`src/rtl/cmw_pkg.sv`:
```
package cmw_pkg;
  localparam int ADDR_W    = 15;
  localparam int DATA_W    = 32;
  localparam int OFF_W     = 11;
  localparam int CORE_W    = 6;
  localparam int VP_W      = 3;
  localparam int SELF_CORE = 32;

  typedef enum logic [1:0] {
    WIN_GLB = 2'd0,
    WIN_LCL = 2'd1,
    WIN_OTH = 2'd2,
    WIN_DBG = 2'd3
  } win_e;

  typedef enum logic [1:0] {
    SEL_LOCAL  = 2'd0,
    SEL_GLOBAL = 2'd1,
    SEL_USER   = 2'd2,
    SEL_GHIGH  = 2'd3
  } redir_e;

  typedef enum logic [2:0] {
    TGT_NONE = 3'd0,
    TGT_GLB  = 3'd1,
    TGT_GHI  = 3'd2,
    TGT_DBG  = 3'd3,
    TGT_LCL  = 3'd4,
    TGT_USR  = 3'd5
  } tgt_e;

  typedef struct packed {
    logic [1:0]        blk;
    logic [CORE_W-1:0] core;
    logic [VP_W-1:0]   vp;
  } sel_t;

  typedef struct packed {
    tgt_e              kind;
    logic [CORE_W-1:0] core;
    logic [VP_W-1:0]   vp;
    logic [OFF_W-1:0]  off;
  } tgt_t;

  function automatic logic [DATA_W-1:0] sel_word(sel_t s);
    return {6'b0, s.blk, 10'b0, s.core, 5'b0, s.vp};
  endfunction
endpackage

```
`src/rtl/cmw_flat_bank.sv`:
```
module cmw_flat_bank
  import cmw_pkg::*;
#(
  parameter int DEPTH = 8
) (
  input  logic              clk,
  input  logic              rst_n,
  input  logic              wr_en,
  input  logic [OFF_W-1:0]  idx,
  input  logic [DATA_W-1:0] wdata,
  output logic [DATA_W-1:0] rd_data
);
  logic [DATA_W-1:0] word_q [DEPTH];
  logic [DEPTH-1:0]  word_we;

  always_comb begin
    for (int k = 0; k < DEPTH; k++) begin
      word_we[k] = wr_en && (idx == OFF_W'(k));
    end
  end

  for (genvar k = 0; k < DEPTH; k++) begin : g_word
    always_ff @(posedge clk or negedge rst_n) begin
      if (!rst_n) begin
        word_q[k] <= '0;
      end else if (word_we[k]) begin
        word_q[k] <= wdata;
      end
    end

    assert_flat_hold_R10 : assert property (@(posedge clk) disable iff (!rst_n)
      !(wr_en && idx == OFF_W'(k)) |=> $stable(word_q[k]));
  end

  always_comb begin
    rd_data = '0;
    for (int k = 0; k < DEPTH; k++) begin
      if (idx == OFF_W'(k)) rd_data = word_q[k];
    end
  end
endmodule

```
`src/rtl/cmw_core_bank.sv`:
```
module cmw_core_bank
  import cmw_pkg::*;
#(
  parameter int CORE_NUM   = 0,
  parameter int CLUSTER_ID = 0,
  parameter int NUM_VPS    = 2,
  parameter int LCL_REGS   = 6,
  parameter int USR_REGS   = 2
) (
  input  logic              clk,
  input  logic              rst_n,
  input  logic              wr_en,
  input  logic              is_user,
  input  logic [OFF_W-1:0]  idx,
  input  logic [VP_W-1:0]   vp,
  input  logic [DATA_W-1:0] wdata,
  output logic [DATA_W-1:0] rd_data,
  output sel_t              sel_q
);
  localparam int SCR_N = LCL_REGS - 2;
  localparam logic [DATA_W-1:0] ID_WORD = {16'b0, 8'(CLUSTER_ID), 8'(CORE_NUM)};

  sel_t              sel_d;
  logic              sel_we;
  logic [DATA_W-1:0] scr_q [SCR_N];
  logic [SCR_N-1:0]  scr_we;
  logic [DATA_W-1:0] usr_q [NUM_VPS][USR_REGS];
  logic [USR_REGS-1:0] usr_we [NUM_VPS];

  always_comb begin
    sel_we = wr_en && !is_user && (idx == '0);
    sel_d  = '{blk: wdata[25:24], core: wdata[13:8], vp: wdata[2:0]};
    for (int k = 0; k < SCR_N; k++) begin
      scr_we[k] = wr_en && !is_user && (idx == OFF_W'(k + 2));
    end
    for (int v = 0; v < NUM_VPS; v++) begin
      for (int k = 0; k < USR_REGS; k++) begin
        usr_we[v][k] = wr_en && is_user && (vp == VP_W'(v)) && (idx == OFF_W'(k));
      end
    end
  end

  always_ff @(posedge clk or negedge rst_n) begin
    if (!rst_n) begin
      sel_q <= '0;
    end else if (sel_we) begin
      sel_q <= sel_d;
    end
  end

  for (genvar k = 0; k < SCR_N; k++) begin : g_scr
    always_ff @(posedge clk or negedge rst_n) begin
      if (!rst_n) begin
        scr_q[k] <= '0;
      end else if (scr_we[k]) begin
        scr_q[k] <= wdata;
      end
    end
  end

  for (genvar v = 0; v < NUM_VPS; v++) begin : g_vp
    for (genvar k = 0; k < USR_REGS; k++) begin : g_usr
      always_ff @(posedge clk or negedge rst_n) begin
        if (!rst_n) begin
          usr_q[v][k] <= '0;
        end else if (usr_we[v][k]) begin
          usr_q[v][k] <= wdata;
        end
      end
    end
  end

  always_comb begin
    rd_data = '0;
    if (!is_user) begin
      if (idx == '0) begin
        rd_data = sel_word(sel_q);
      end else if (idx == OFF_W'(1)) begin
        rd_data = ID_WORD;
      end else begin
        for (int k = 0; k < SCR_N; k++) begin
          if (idx == OFF_W'(k + 2)) rd_data = scr_q[k];
        end
      end
    end else begin
      for (int v = 0; v < NUM_VPS; v++) begin
        for (int k = 0; k < USR_REGS; k++) begin
          if (vp == VP_W'(v) && idx == OFF_W'(k)) rd_data = usr_q[v][k];
        end
      end
    end
  end

  // a selector changes only through a write aimed at it
  assert_sel_hold_R12 : assert property (@(posedge clk) disable iff (!rst_n)
    !(wr_en && !is_user && idx == '0) |=> $stable(sel_q));

  // the identity word is never disturbed by a write
  assert_id_read_R4 : assert property (@(posedge clk) disable iff (!rst_n)
    (!is_user && idx == OFF_W'(1)) |-> (rd_data == ID_WORD));
endmodule

```
`src/rtl/cmw_decode.sv`:
```
module cmw_decode
  import cmw_pkg::*;
#(
  parameter int NUM_CORES = 4,
  parameter int NUM_VPS   = 2,
  parameter int GLB_REGS  = 8,
  parameter int GHI_REGS  = 4,
  parameter int DBG_REGS  = 4,
  parameter int LCL_REGS  = 6,
  parameter int USR_REGS  = 2,
  parameter int ID_W      = 2
) (
  input  logic [ADDR_W-1:0] addr,
  input  logic [ID_W-1:0]   req_id,
  input  sel_t              own_sel,
  output tgt_t              tgt
);
  win_e   win;
  redir_e redir;
  logic   core_ok;
  logic   vp_ok;
  logic   unused_addr_lsb;

  assign unused_addr_lsb = ^addr[1:0];

  always_comb begin
    win     = win_e'(addr[14:13]);
    redir   = redir_e'(own_sel.blk);
    core_ok = int'(own_sel.core) < NUM_CORES;
    vp_ok   = int'(own_sel.vp) < NUM_VPS;
    tgt      = '0;
    tgt.kind = TGT_NONE;
    tgt.off  = addr[12:2];

    unique case (win)
      WIN_GLB: tgt.kind = TGT_GLB;
      WIN_DBG: tgt.kind = TGT_DBG;
      WIN_LCL: begin
        tgt.kind = TGT_LCL;
        tgt.core = CORE_W'(req_id);
      end
      default: begin
        unique case (redir)
          SEL_GLOBAL: tgt.kind = TGT_GLB;
          SEL_GHIGH:  tgt.kind = TGT_GHI;
          SEL_LOCAL: begin
            if (int'(own_sel.core) == SELF_CORE) begin
              tgt.kind = TGT_GLB;
            end else if (core_ok) begin
              tgt.kind = TGT_LCL;
              tgt.core = own_sel.core;
            end
          end
          default: begin
            if (core_ok && vp_ok) begin
              tgt.kind = TGT_USR;
              tgt.core = own_sel.core;
              tgt.vp   = own_sel.vp;
            end
          end
        endcase
      end
    endcase

    case (tgt.kind)
      TGT_GLB: if (int'(tgt.off) >= GLB_REGS) tgt.kind = TGT_NONE;
      TGT_GHI: if (int'(tgt.off) >= GHI_REGS) tgt.kind = TGT_NONE;
      TGT_DBG: if (int'(tgt.off) >= DBG_REGS) tgt.kind = TGT_NONE;
      TGT_LCL: if (int'(tgt.off) >= LCL_REGS) tgt.kind = TGT_NONE;
      TGT_USR: if (int'(tgt.off) >= USR_REGS) tgt.kind = TGT_NONE;
      default: ;
    endcase
  end
endmodule

```
`src/rtl/cmw_redirect_window.sv`:
```
module cmw_redirect_window
  import cmw_pkg::*;
#(
  parameter int NUM_CORES  = 4,
  parameter int NUM_VPS    = 2,
  parameter int CLUSTER_ID = 0,
  parameter int GLB_REGS   = 8,
  parameter int GHI_REGS   = 4,
  parameter int DBG_REGS   = 4,
  parameter int LCL_REGS   = 6,
  parameter int USR_REGS   = 2,
  localparam int ID_W      = (NUM_CORES > 1) ? $clog2(NUM_CORES) : 1
) (
  input  logic              clk,
  input  logic              rst_n,
  input  logic              req_valid,
  input  logic              req_write,
  input  logic [14:0]       req_addr,
  input  logic [31:0]       req_wdata,
  input  logic [ID_W-1:0]   req_id,
  output logic              rsp_valid,
  output logic [31:0]       rsp_rdata
);
  sel_t              sel_arr [NUM_CORES];
  logic [DATA_W-1:0] core_rd [NUM_CORES];
  logic [NUM_CORES-1:0] core_we;
  sel_t              own_sel;
  tgt_t              tgt;
  logic              wr_go;
  logic              glb_we, ghi_we, dbg_we;
  logic [DATA_W-1:0] glb_rd, ghi_rd, dbg_rd;
  logic [DATA_W-1:0] mux_rd;
  logic              rsp_valid_d, rsp_valid_q;
  logic              rd_en;
  logic [DATA_W-1:0] rdata_d, rdata_q;

  always_comb begin
    own_sel = '0;
    for (int c = 0; c < NUM_CORES; c++) begin
      if (req_id == ID_W'(c)) own_sel = sel_arr[c];
    end
  end

  cmw_decode #(
    .NUM_CORES(NUM_CORES), .NUM_VPS(NUM_VPS), .GLB_REGS(GLB_REGS),
    .GHI_REGS(GHI_REGS), .DBG_REGS(DBG_REGS), .LCL_REGS(LCL_REGS),
    .USR_REGS(USR_REGS), .ID_W(ID_W)
  ) u_decode (
    .addr   (req_addr),
    .req_id (req_id),
    .own_sel(own_sel),
    .tgt    (tgt)
  );

  always_comb begin
    wr_go  = req_valid && req_write;
    glb_we = wr_go && (tgt.kind == TGT_GLB);
    ghi_we = wr_go && (tgt.kind == TGT_GHI);
    dbg_we = wr_go && (tgt.kind == TGT_DBG);
    for (int c = 0; c < NUM_CORES; c++) begin
      core_we[c] = wr_go && (tgt.kind == TGT_LCL || tgt.kind == TGT_USR) &&
                   (tgt.core == CORE_W'(c));
    end
  end

  cmw_flat_bank #(.DEPTH(GLB_REGS)) u_glb (
    .clk(clk), .rst_n(rst_n), .wr_en(glb_we), .idx(tgt.off),
    .wdata(req_wdata), .rd_data(glb_rd));

  cmw_flat_bank #(.DEPTH(GHI_REGS)) u_ghi (
    .clk(clk), .rst_n(rst_n), .wr_en(ghi_we), .idx(tgt.off),
    .wdata(req_wdata), .rd_data(ghi_rd));

  cmw_flat_bank #(.DEPTH(DBG_REGS)) u_dbg (
    .clk(clk), .rst_n(rst_n), .wr_en(dbg_we), .idx(tgt.off),
    .wdata(req_wdata), .rd_data(dbg_rd));

  for (genvar c = 0; c < NUM_CORES; c++) begin : g_core
    cmw_core_bank #(
      .CORE_NUM(c), .CLUSTER_ID(CLUSTER_ID), .NUM_VPS(NUM_VPS),
      .LCL_REGS(LCL_REGS), .USR_REGS(USR_REGS)
    ) u_bank (
      .clk    (clk),
      .rst_n  (rst_n),
      .wr_en  (core_we[c]),
      .is_user(tgt.kind == TGT_USR),
      .idx    (tgt.off),
      .vp     (tgt.vp),
      .wdata  (req_wdata),
      .rd_data(core_rd[c]),
      .sel_q  (sel_arr[c])
    );
  end

  always_comb begin
    mux_rd = '0;
    unique case (tgt.kind)
      TGT_GLB: mux_rd = glb_rd;
      TGT_GHI: mux_rd = ghi_rd;
      TGT_DBG: mux_rd = dbg_rd;
      TGT_LCL, TGT_USR: begin
        for (int c = 0; c < NUM_CORES; c++) begin
          if (tgt.core == CORE_W'(c)) mux_rd = core_rd[c];
        end
      end
      default: mux_rd = '0;
    endcase
  end

  always_comb begin
    rsp_valid_d = req_valid && !req_write;
    rd_en       = rsp_valid_d;
    rdata_d     = mux_rd;
  end

  always_ff @(posedge clk or negedge rst_n) begin
    if (!rst_n) begin
      rsp_valid_q <= 1'b0;
    end else begin
      rsp_valid_q <= rsp_valid_d;
    end
  end

  always_ff @(posedge clk or negedge rst_n) begin
    if (!rst_n) begin
      rdata_q <= '0;
    end else if (rd_en) begin
      rdata_q <= rdata_d;
    end
  end

  assign rsp_valid = rsp_valid_q;
  assign rsp_rdata = rdata_q;

  assert_rsp_follow_R11 : assert property (@(posedge clk) disable iff (!rst_n)
    (req_valid && !req_write) |=> rsp_valid);

  assert_rsp_quiet_R11 : assert property (@(posedge clk) disable iff (!rst_n)
    !(req_valid && !req_write) |=> (!rsp_valid && $stable(rsp_rdata)));

  assert_miss_zero_R9 : assert property (@(posedge clk) disable iff (!rst_n)
    (req_valid && !req_write && tgt.kind == TGT_NONE) |=> (rsp_rdata == '0));

  assert_one_write_R10 : assert property (@(posedge clk) disable iff (!rst_n)
    $onehot0({glb_we, ghi_we, dbg_we, core_we}));

  assert_local_self_R2 : assert property (@(posedge clk) disable iff (!rst_n)
    (req_valid && req_addr[14:13] == WIN_LCL && tgt.kind != TGT_NONE) |->
    (tgt.kind == TGT_LCL && tgt.core == CORE_W'(req_id)));
endmodule

```
`config.mk`:
```
export PLATFORM = sky130hd
export DESIGN_NAME = cmw_redirect_window
export DESIGN_NICKNAME = d
export VERILOG_FILES = /design/src/rtl/cmw_pkg.sv /design/src/rtl/cmw_flat_bank.sv /design/src/rtl/cmw_core_bank.sv /design/src/rtl/cmw_decode.sv /design/src/rtl/cmw_redirect_window.sv
export SDC_FILE = /design/constraint.sdc
export NUM_CORES = 2
export LEC_CHECK = 0
export ABC_CLOCK_PERIOD_IN_PS = 8460
export BUFFER_PORTS_ARGS = -buffer_cell sky130_fd_sc_hd__buf_2
export CAP_MARGIN = 20
export CORE_MARGIN = 5
export CORE_UTILIZATION = 50
export DETAILED_ROUTE_END_ITERATION = 12
export PLACE_DENSITY = 0.69
export SYNTH_ARGS = -nofsm -noshare
export SYNTH_HDL_FRONTEND = slang
export SYNTH_HIERARCHICAL = 1
export SYNTH_SLANG_ARGS = --single-unit
```
`constraint.sdc`:
```
create_clock -name clk -period 8.46 [get_ports clk]
set_clock_uncertainty 0.05 [all_clocks]
set_input_delay 1.692 -clock clk [delete_from_list [all_inputs] [get_ports clk]]
set_output_delay 1.692 -clock clk [all_outputs]
set_load 0.1 [all_outputs]
```
==> reports/qor.txt <==
Layout Nets: 5,767
core area: 0.156 mm^2
final hold vios: 0
r2r endpoint: rsp_rdata[23]
status: completed
Yosys reg bits: 1,613
Initial Util: 50.2%
initial antenna violation count: 23
Slew Viols, Final: 0
CTS Buffer Depth: 3
final core occ: 55.3%
Setup-failing EPs final: 0
Site Rows: 145
Post-synth ARST share: 100%
Register-to-Register Path Depth: 16
final wirelength: 220 mm
pre-CTS setup slack: 1.04 ns
post-DP HPWL: 132 mm
maximum vdd drop: 212 uV
Final ANT Viol Nets: 0
first-pass GRT wire length: 331 mm
Slew @ Worst Pin: 1.24 ns
number of global-route vias before repair: 51,100
I/O Buffers: 83
most frequent cell after synthesis: dfrtp_1
Die H: 406 um
Mapped Cells: 5,742
Total Power: 16.0 mW
drt via density: 6.31
crit path launch type: input pin
final setup margin: 1.42 ns
via count: 49,900
Avg Synthesized Cell Area: 13.6 um^2
total track usage: 26.6%
Root Driver: clkbuf_16
Pre-antenna DRT Iters: 8
# fillers: 12,600
# IOs: 86
total CTS buffers: 167
worst setup path start: req_addr[9]
P per Cell Area: 185 mW/mm^2
synth top area cells: dfrtp_1 (52%), mux2_2 (17%), mux2_4 (6.4%), mux2i_1 (5.1%), mux2_1 (3.7%)
Routed WL per cell: 27.9 um
setup total negative slack: 0 ns
die width: 406 um
f_max: 142 MHz
CP endpoint kind: register
residual DRC count: 0
CTS tree: built
Static Leak: 42.6 nW
CP required: 9.13 ns
GPL Wtd Cong: 0.972
Worst-path clk slew: 0.06 ns
initial drt markers: 4,625
gr ovfl total: 0
relative slew slack: 16.6%
# Post-CTS Setup Buffers: 0
# H-tree levels: 4
commonest cells in the netlist: dfrtp_1 (1,613), mux2_2 (1,161), mux2i_1 (401)
largest net degree at the start of global routing: 180
Clock Sink Count: 1,613
Worst Setup Path Type: input pin to register
Reg area: 0.0404 mm^2
mapped cell area: 0.0783 mm^2
synth-to-layout area growth: 10.1%
share of layout cells above drive strength 1: 36.9%
Main synth FF type: dfrtp_1
RSZ-0062 raised after global routing: no
crit path DAT: 7.71 ns
worst skew pair latency: 0.81 ns
area of the multi-input gates: 0.0355 mm^2
Max-Cap Viols: 0
post-cts sizing count: 0
Yosys warnings: 6
register area share after synthesis: 51.6%
worst hold path class: register to register
CP endpoint: rsp_rdata[23]
Worst Path Max Fanout: 25
hold depth: 1
Synth top area share: 51.6%
Tcrit/Tclk final: 83.2%
r2r startpoint: g_core[0].u_bank/sel_q[8]
Die Area: 0.165 mm^2
Post-synth EDFFs: 0
R2R setup slack: 2.49 ns
post-synth cell types: 89
cts-stage hold buffer count: 0
leading area contributor after synthesis: dfrtp_1
Tmin final: 7.04 ns
logic make-up after synthesis:
logic type                 count (synthesis)  synth area share [%]
DFF                                     1613                  51.6
buffers and inverters                    506                  3.29
adders and majority gates                  4                0.0639
AOI/OAI and AO/OA                        842                  8.05
and+or+nand+nor                          590                  4.13
muxes                                   2186                  32.9
other                                      1               0.00479
stage by stage:
stage / std cells / instance area, um^2 / hold slack, ns
floorplan: 5747 / 78300 / 0.402
global placement: 7599 / 80600 / 0.414
detailed placement: 7599 / 80600 / 0.425
CTS: 7901 / 86100 / 0.437
global route: 7901 / 86100 / 0.442
finish: 7905 / 86200 / 0.432
final cells by class:
class	count	area share [%]
flip-flops and latches	1613	46.8
multi-input cells	3628	41.2
clock buffers	244	5.69
well taps	2058	2.99
repair buffers	255	2.24
clock inverters	58	0.783
inverters	45	0.196
diodes	4	0.0116
how the worst min path moves through the flow:
| stage | startpoint | slack (ns) | end |
|---|---|---|---|
| 5_1_grt | g_core[0].u_bank/usr_q[2] | 0.44 | g_core[0].u_bank/usr_q[2] |
| 2_1_floorplan | g_core[0].u_bank/usr_q[33] | 0.40 | g_core[0].u_bank/usr_q[33] |
| 6_report | g_core[0].u_bank/usr_q[30] | 0.43 | g_core[0].u_bank/usr_q[30] |
| 3_3_place_gp | g_core[0].u_bank/usr_q[33] | 0.41 | g_core[0].u_bank/usr_q[33] |
| 3_5_place_dp | g_core[0].u_bank/usr_q[21] | 0.42 | g_core[0].u_bank/usr_q[21] |
| 4_1_cts | g_core[0].u_bank/usr_q[29] | 0.44 | g_core[0].u_bank/usr_q[29] |
sequential cells by signal (all words and copies together), names as in the netlist:
| register | count |
|---|---|
| rsp_rdata | 32 |
| rsp_valid | 1 |
| g_core.u_bank/scr_q | 512 |
| g_core.u_bank/usr_q | 512 |
| u_ghi/word_q | 128 |
| g_core.u_bank/sel_q | 44 |
| u_glb/word_q | 256 |
| u_dbg/word_q | 128 |
report_power, final:
group          internal, mW  total (mW)  switching (mW)
registers              7.72        7.72        0.000529
clock network          4.39        7.49            3.11
logic                 0.145       0.741           0.596
total                  12.2        16.0            3.70
placed cells by master (no fill, tap or decap), types with 11 or more instances in the layout:
master	instances
dfrtp_1	1613
mux2_2	1161
mux2i_1	401
mux2_4	332
mux2_1	258
nand2_1	182
clkbuf_16	171
buf_4	158
o21ai_0	152
nor2_1	128
o22ai_1	115
o221ai_1	95
buf_2	79
o22a_1	68
a21oi_1	59
nor3_1	45
inv_1	42
a221o_1	41
a211oi_1	40
clkbuf_1	38
a221oi_1	37
clkbuf_8	35
mux4_2	34
o32ai_1	32
clkinv_2	30
o21a_1	27
nand2b_1	25
nor4_1	24
o2bb2ai_1	23
a222oi_1	22
or3_1	21
o211ai_1	21
nor2b_1	18
a22oi_1	18
buf_12	16
bufinv_16	12
nand4_1	11
layer usage:
metal / share of wire (%) / vias to the layer above / GRT usage [%]
met2: 45 / 1694 / 40.7
met4: 4.3 / 8 / 10.7
met1: 43 / 26400 / 36.6
met5: 0.020 / - / 0
met3: 7.6 / 434 / 6.48
li1: - / 21400 / -
critical path, stage by stage:
cell and delay [ns]:
buf_2 0.26, nor4_1 1.05, nand2_1 0.24, a221o_1 0.32, a31oi_1 0.65, nor2b_1 0.27, and2_2 0.59, or4b_1 0.56
nor4_4 0.51, buf_12 0.26, o221ai_1 0.12, o21ai_0 0.26, mux2_2 0.23, o221ai_1 0.45, nand2_1 0.18
(Power assumes the default switching activity.)
